===== src/rtl/dma_defer_pkg.sv =====
package dma_defer_pkg;
  localparam int ADDR_W = 32;
  localparam int DATA_W = 32;

  typedef enum logic [1:0] {
    SZ_BYTE = 2'd0,
    SZ_HALF = 2'd1,
    SZ_WORD = 2'd2,
    SZ_RSVD = 2'd3
  } elemSize_e;

  // strobes from control to datapath
  typedef struct packed {
    logic              load;
    logic              push;
    logic [ADDR_W-1:0] pushAddr;
    elemSize_e         size;
  } dpStrobe_t;

  function automatic logic [2:0] stepOf(elemSize_e s);
    case (s)
      SZ_BYTE: stepOf = 3'd1;
      SZ_HALF: stepOf = 3'd2;
      default: stepOf = 3'd4;
    endcase
  endfunction
endpackage


===== src/rtl/dma_defer_dp.sv =====
module dma_defer_dp
  import dma_defer_pkg::*;
#(
  parameter int LOCS    = 4,
  parameter int MAX_OUT = 6
) (
  input  logic              clk,
  input  logic              rstN,
  input  dpStrobe_t         strb,
  input  logic [DATA_W-1:0] inData,
  output logic              memReq,
  output logic [ADDR_W-1:0] memAddr,
  output logic [DATA_W-1:0] memData,
  output logic [1:0]        memSize,
  input  logic              memAck,
  output logic              dpRoom,
  output logic              dpIdle
);
  localparam int PW = (LOCS > 1) ? $clog2(LOCS) : 1;
  localparam int CW = $clog2(LOCS + 1);
  localparam int OW = $clog2(MAX_OUT + 1);

  logic [ADDR_W-1:0] addrQ [LOCS];
  logic [DATA_W-1:0] dataQ [LOCS];
  logic [PW-1:0]     wrPtr, rdPtr;
  logic [CW-1:0]     fill, cap;
  logic [OW-1:0]     outst;
  logic              pop;

  // 32-bit elements use two locations each
  assign cap    = (strb.size inside {SZ_BYTE, SZ_HALF}) ? CW'(LOCS) : CW'(LOCS / 2);
  assign pop    = (fill != '0) && (outst < OW'(MAX_OUT));
  assign dpRoom = fill < cap;
  assign dpIdle = (fill == '0) && (outst == '0);

  assign memReq  = pop;
  assign memAddr = addrQ[rdPtr];
  assign memData = dataQ[rdPtr];
  assign memSize = strb.size;

  always_ff @(posedge clk) begin
    if (strb.push) begin
      addrQ[wrPtr] <= strb.pushAddr;
      dataQ[wrPtr] <= inData;
    end
  end

  always_ff @(posedge clk or negedge rstN) begin
    if (!rstN) begin
      wrPtr <= '0;
      rdPtr <= '0;
      fill  <= '0;
      outst <= '0;
    end else begin
      if (strb.load) begin
        wrPtr <= '0;
        rdPtr <= '0;
      end else begin
        if (strb.push) wrPtr <= (wrPtr == PW'(LOCS - 1)) ? '0 : wrPtr + 1'b1;
        if (pop)       rdPtr <= (rdPtr == PW'(LOCS - 1)) ? '0 : rdPtr + 1'b1;
      end
      fill  <= fill + CW'(strb.push) - CW'(pop);
      outst <= outst + OW'(pop) - OW'(memAck);
    end
  end

  // control must never push into a full queue
  p_no_overflow_r4: assert property (@(posedge clk) disable iff (!rstN)
    strb.push |-> fill < cap);
  // memory may only retire a write that was issued
  p_ack_matches_issue_r5: assert property (@(posedge clk) disable iff (!rstN)
    memAck |-> outst != '0);
  // in-flight count stays within its limit
  p_inflight_limit_r5: assert property (@(posedge clk) disable iff (!rstN)
    outst == OW'(MAX_OUT) && !memAck |=> !memReq || $past(memAck));
  // idle datapath issues nothing
  p_idle_quiet_r11: assert property (@(posedge clk) disable iff (!rstN)
    dpIdle |-> !memReq);
endmodule


===== src/rtl/dma_defer_ctrl.sv =====
module dma_defer_ctrl
  import dma_defer_pkg::*;
#(
  parameter int COUNT_W = 16
) (
  input  logic              clk,
  input  logic              rstN,
  input  logic              regWr,
  input  logic [1:0]        regAddr,
  input  logic [31:0]       regWdata,
  output logic [31:0]       regRdata,
  input  logic              inValid,
  output logic              inReady,
  output dpStrobe_t         strb,
  input  logic              dpRoom,
  input  logic              dpIdle,
  output logic              irqOut
);
  logic [ADDR_W-1:0]  progAddr, curAddr;
  logic [COUNT_W-1:0] progCount, curCount;
  elemSize_e          progSize, unitSize;
  logic               running, done;
  logic               startReq, clrReq, startTake, push, finish;

  assign startReq  = regWr && (regAddr == 2'd0) && regWdata[0];
  assign clrReq    = regWr && (regAddr == 2'd0) && regWdata[1];
  assign startTake = startReq && !running;
  assign inReady   = running && (curCount != '0) && dpRoom;
  assign push      = inValid && inReady;
  assign finish    = running && (curCount == '0) && dpIdle;
  assign irqOut    = done;

  assign strb.load     = startTake;
  assign strb.push     = push;
  assign strb.pushAddr = curAddr;
  assign strb.size     = unitSize;

  always_comb begin
    case (regAddr)
      2'd0:    regRdata = {30'b0, done, running};
      2'd1:    regRdata = curAddr;
      2'd2:    regRdata = 32'(curCount);
      default: regRdata = {30'b0, progSize};
    endcase
  end

  always_ff @(posedge clk or negedge rstN) begin
    if (!rstN) begin
      progAddr  <= '0;
      progCount <= '0;
      progSize  <= SZ_BYTE;
    end else if (regWr) begin
      case (regAddr)
        2'd1:    progAddr  <= regWdata;
        2'd2:    progCount <= regWdata[COUNT_W-1:0];
        2'd3:    progSize  <= elemSize_e'(regWdata[1:0]);
        default: ;
      endcase
    end
  end

  always_ff @(posedge clk or negedge rstN) begin
    if (!rstN) begin
      curAddr  <= '0;
      curCount <= '0;
      unitSize <= SZ_BYTE;
      running  <= 1'b0;
      done     <= 1'b0;
    end else if (startTake) begin
      curAddr  <= progAddr;
      curCount <= progCount;
      unitSize <= progSize;
      running  <= 1'b1;
      done     <= 1'b0;
    end else begin
      if (push) begin
        curAddr  <= curAddr + ADDR_W'(stepOf(unitSize));
        curCount <= curCount - 1'b1;
      end
      if (finish) begin
        running <= 1'b0;
        done    <= 1'b1;
      end else if (clrReq) begin
        done <= 1'b0;
      end
    end
  end

  p_count_step_r3: assert property (@(posedge clk) disable iff (!rstN)
    push |=> curCount == $past(curCount) - 1'b1);
  p_stall_holds_r4: assert property (@(posedge clk) disable iff (!rstN)
    running && !push |=> $stable(curCount) && $stable(curAddr));
  p_done_after_retire_r7: assert property (@(posedge clk) disable iff (!rstN)
    $rose(done) |-> $past(dpIdle));
  p_start_ignored_r10: assert property (@(posedge clk) disable iff (!rstN)
    running && startReq && !push |=> $stable(curAddr) && $stable(curCount));
endmodule


===== src/rtl/dma_defer_chan.sv =====
module dma_defer_chan
  import dma_defer_pkg::*;
#(
  parameter bit MEM2MEM = 1'b0,
  parameter int MAX_OUT = 6,
  parameter int COUNT_W = 16
) (
  input  logic        clk,
  input  logic        rstN,
  input  logic        regWr,
  input  logic [1:0]  regAddr,
  input  logic [31:0] regWdata,
  output logic [31:0] regRdata,
  input  logic        inValid,
  input  logic [31:0] inData,
  output logic        inReady,
  output logic        memReq,
  output logic [31:0] memAddr,
  output logic [31:0] memData,
  output logic [1:0]  memSize,
  input  logic        memAck,
  output logic        irqOut
);
  localparam int LOCS = MEM2MEM ? 8 : 4;

  dpStrobe_t strb;
  logic      dpRoom, dpIdle;

  dma_defer_ctrl #(.COUNT_W(COUNT_W)) ctrl_i (
    .clk(clk), .rstN(rstN), .regWr(regWr), .regAddr(regAddr),
    .regWdata(regWdata), .regRdata(regRdata), .inValid(inValid),
    .inReady(inReady), .strb(strb), .dpRoom(dpRoom), .dpIdle(dpIdle),
    .irqOut(irqOut)
  );

  dma_defer_dp #(.LOCS(LOCS), .MAX_OUT(MAX_OUT)) dp_i (
    .clk(clk), .rstN(rstN), .strb(strb), .inData(inData),
    .memReq(memReq), .memAddr(memAddr), .memData(memData),
    .memSize(memSize), .memAck(memAck), .dpRoom(dpRoom), .dpIdle(dpIdle)
  );
endmodule


===== config.mk =====
export PLATFORM = sky130hd
export DESIGN_NAME = dma_defer_chan
export DESIGN_NICKNAME = d
export VERILOG_FILES = /design/src/rtl/dma_defer_pkg.sv /design/src/rtl/dma_defer_dp.sv /design/src/rtl/dma_defer_ctrl.sv /design/src/rtl/dma_defer_chan.sv
export SDC_FILE = /design/constraint.sdc
export NUM_CORES = 1
export LEC_CHECK = 0
export BUFFER_PORTS_ARGS = -buffer_cell sky130_fd_sc_hd__buf_2
export CAP_MARGIN = 0
export CORE_MARGIN = 2
export CORE_UTILIZATION = 58
export CTS_CLUSTER_DIAMETER = 150
export CTS_CLUSTER_SIZE = 25
export DETAILED_ROUTE_END_ITERATION = 10
export PLACE_DENSITY = 0.79
export SETUP_SLACK_MARGIN = 0.02
export SYNTH_ARGS = -nofsm -noshare
export SYNTH_HDL_FRONTEND = slang
export SYNTH_SLANG_ARGS = --single-unit

===== constraint.sdc =====
create_clock -name clk -period 5 [get_ports clk]
set_input_delay 1 -clock clk [delete_from_list [all_inputs] [get_ports clk]]
set_output_delay 1 -clock clk [all_outputs]
set_load 0.03 [all_outputs]

==> metrics.yaml <==
synth_area_leaders: "edfxtp_1 50%, dfrtp_1 18%, mux4_2 9.7%"
gp_congestion: 0.855
final_cells: 1419
clockBufferDepth: 3
maxCapViolations: 0
post_drt_wl_per_cell_um: 22.4
outcome: "completed"
whs_ps: 491
via_per_inst: 6.21
antenna_found_initial: 0
clock-sinks: 368
post-route-period-util_pct: 72.3
r2r_slack_ps: 1940
cts_hold_buf: 0
hp-class: "flip-flop to flip-flop"
worstSetupStartpointType: "flip-flop"
cts_tree: "yes"
placed_area_um2: 16500
slew_headroom_pct: 23.5
grt_setup_unrepaired: "false"
drt_iter0_markers: 909
worst_pin_slew_ps: 1140
setup_viol: 0
synth_top_area_share_pct: 50.3
diodes: 0
nets: 1161
num_io_pins: 172
post_cts_buffers: 0
fin_worst_skew_ps: 27.1
synth_edf_count: 256
clk_pin_slew_worst_paths_ps: 100
worst_ep_arrival_time_ps: 2620
yosys.area.top_type: "edfxtp_1"
ys_warn_count: 0
rows: 59
finish.instance_area_um2: 17100
num_vias: 8817
finalWirelength_mm: 31.7
dieArea_um2: 27700
path_class: "flip-flop to primary output"
vdd_drop_max_v: 0.000467
leakage_nw: 6.31
area_growth_pct: 11.7
ant_nets: 0
end_kind: "primary output"
drt_pass1_iterations: 5
required_ps: 4000
drc: 0
core_um2: 26000
synth_cell_type_count: 59
portBuffers: 171
cts_buffers: 18
netlist_instances: 908
tns_ps: 0
reg2reg_from: "ctrl_i.unitSize[1]$_DFFE_PN0P_"
cts_resized: 0
layout-drive-gt1-share_pct: 32.7
clk_latency_ps: 520
drv_slew: 0
grt_pass1_vias: 8706
synth.net_count: 997
synth-seq-cells: 368
startpoint: "dp_i.rdPtr[0]$_DFFE_PN0P_"
reg2regPathDepth: 8
postSynth.asyncResetShare_pct: 30.4
crit_path_end: "memAddr[12]"
grt_pass1_wl_mm: 49.8
p_total_mw: 9.39
path_max_fanout: 38
dp.cells: 1387
dieWidth_um: 166
grt_max_degree: 74
fin_crit_ps: 3620
start_util_pct: 58.8
fmax_mhz: 277
h-tree-depth: 1
power.density_nw_per_um2: 550
die_h_um: 166
dp_hpwl_mm: 21.0
grtUsageTotal_pct: 23.0
avgSynthCellArea_um2: 16.8
ys.flop_type: "edfxtp_1"
finalHoldViolCount: 0
synth_area_um2: 15300
r2r-end: "ctrl_i.curAddr[16]$_DFFE_PN0P_"
cts_root_buf: "clkbuf_16"
ys_seq_area_share_pct: 68.6
grt_overflow_total: 0
[Yosys cell counts (4+ instances only)]
cell / instances
mux4_2: 66
and3_1: 6
nor3_1: 24
nor2b_1: 4
buf_2: 7
o21ai_0: 5
mux2i_1: 16
inv_1: 29
edfxtp_1: 256
nor4_1: 7
xnor2_1: 4
or4_1: 6
buf_1: 14
o22ai_1: 4
a221o_1: 15
mux2_2: 61
a21oi_1: 6
nor2_1: 21
and2_1: 22
or3_1: 11
nand2_1: 61
dfrtp_1: 112
a22o_1: 15
a32oi_1: 5
ha_1: 15
o211ai_1: 15
clkbuf_1: 19
nand4_1: 9
nand3_1: 20
[final cells by class]
class	instances	area, um2
clock buffers	31	520
clock inverters	1	8.76
fillers	1823	8910
inverters	30	113
multi-input cells	466	4500
flip-flops and latches	368	10500
well taps	335	419
repair buffers	188	1020
[worst min path at each step]
stage / start / endpoint / slack [ps] / cells after the start
global route: ctrl_i.progCount[9]$_DFFE_PN0P_ / ctrl_i.curCount[9]$_DFFE_PN0P_ / 500 / 2
detailed placement: ctrl_i.progCount[9]$_DFFE_PN0P_ / ctrl_i.curCount[9]$_DFFE_PN0P_ / 470 / 2
finish: ctrl_i.progCount[9]$_DFFE_PN0P_ / ctrl_i.curCount[9]$_DFFE_PN0P_ / 490 / 2
global placement: ctrl_i.progAddr[23]$_DFFE_PN0P_ / ctrl_i.curAddr[23]$_DFFE_PN0P_ / 460 / 2
floorplan: ctrl_i.progSize[0]$_DFFE_PN0P_ / ctrl_i.unitSize[0]$_DFFE_PN0P_ / 450 / 2
CTS: ctrl_i.progCount[9]$_DFFE_PN0P_ / ctrl_i.curCount[9]$_DFFE_PN0P_ / 490 / 2
[logic make-up after synthesis]
kind of cell | count (synthesis) | synth area share [%]
AO/OA/AOI/OAI | 96 | 5.24
XOR/XNOR | 5 | 0.286
adder cells (fa/ha/maj) | 18 | 1.62
buffers and inverters | 74 | 2.02
flip-flops | 368 | 68.6
multiplexers | 144 | 15.4
AND/OR/NAND/NOR | 203 | 6.84
[worst max-delay path: stages (launching register included)]
cell and delay (ps):
dfrtp_4 910, buf_4 420, mux4_2 560, buf_2 190
[placed cells by master, fill, tap and decap left out, types with 9 or more instances in the layout]
cell type / synthesis / final
edfxtp_1: 256 / 256
buf_2: 7 / 170
dfrtp_1: 112 / 110
mux4_2: 66 / 66
nand2_1: 61 / 61
mux2_2: 61 / 61
inv_1: 29 / 29
nor3_1: 24 / 24
nor2_1: 21 / 21
nand3_1: 20 / 20
clkbuf_16: 0 / 19
and2_1: 22 / 17
mux2i_1: 16 / 16
a22o_1: 15 / 15
a221o_1: 15 / 15
o211ai_1: 15 / 15
ha_1: 15 / 15
buf_4: 2 / 15
clkbuf_1: 19 / 12
or3_1: 11 / 11
nand4_1: 9 / 9
[flip-flops by register name (all words and copies together), names as in the netlist]
| signal | cells |
|---|---|
| dp_i.addrQ | 128 |
| ctrl_i.progSize | 2 |
| dp_i.dataQ | 128 |
| dp_i.outst | 3 |
| ctrl_i.curCount | 16 |
| ctrl_i.unitSize | 2 |
| dp_i.rdPtr | 2 |
| dp_i.wrPtr | 2 |
| dp_i.fill | 3 |
| ctrl_i.progCount | 16 |
| ctrl_i.running | 1 |
| ctrl_i.progAddr | 32 |
| ctrl_i.irqOut | 1 |
| ctrl_i.curAddr | 32 |
[report_power, final]
part / internal, mW / total (mW) / switching, mW
Sequential: 4.00 / 4.66 / 0.659
Combinational: 1.26 / 3.12 / 1.86
Clock: 0.723 / 1.61 / 0.888
[metal layers]
| layer | share of wire (%) | track usage [%] |
|---|---|---|
| met1 | 43 | 34.3 |
| met2 | 48 | 37.0 |
| met3 | 7.0 | 3.12 |
| met4 | 1.9 | 5.21 |
| met5 | 0 | 0 |
[metrics by stage]
step | utilization [%] | worst slack, ps
after detailed placement | 63.7 | 1830
after CTS | 65.7 | 1270
final | 65.7 | 1380
after global placement | 63.7 | 1840
after floorplan | - | 1040
after global routing | 65.7 | 1190
Note: power is estimated with default switching activity, not from simulation.
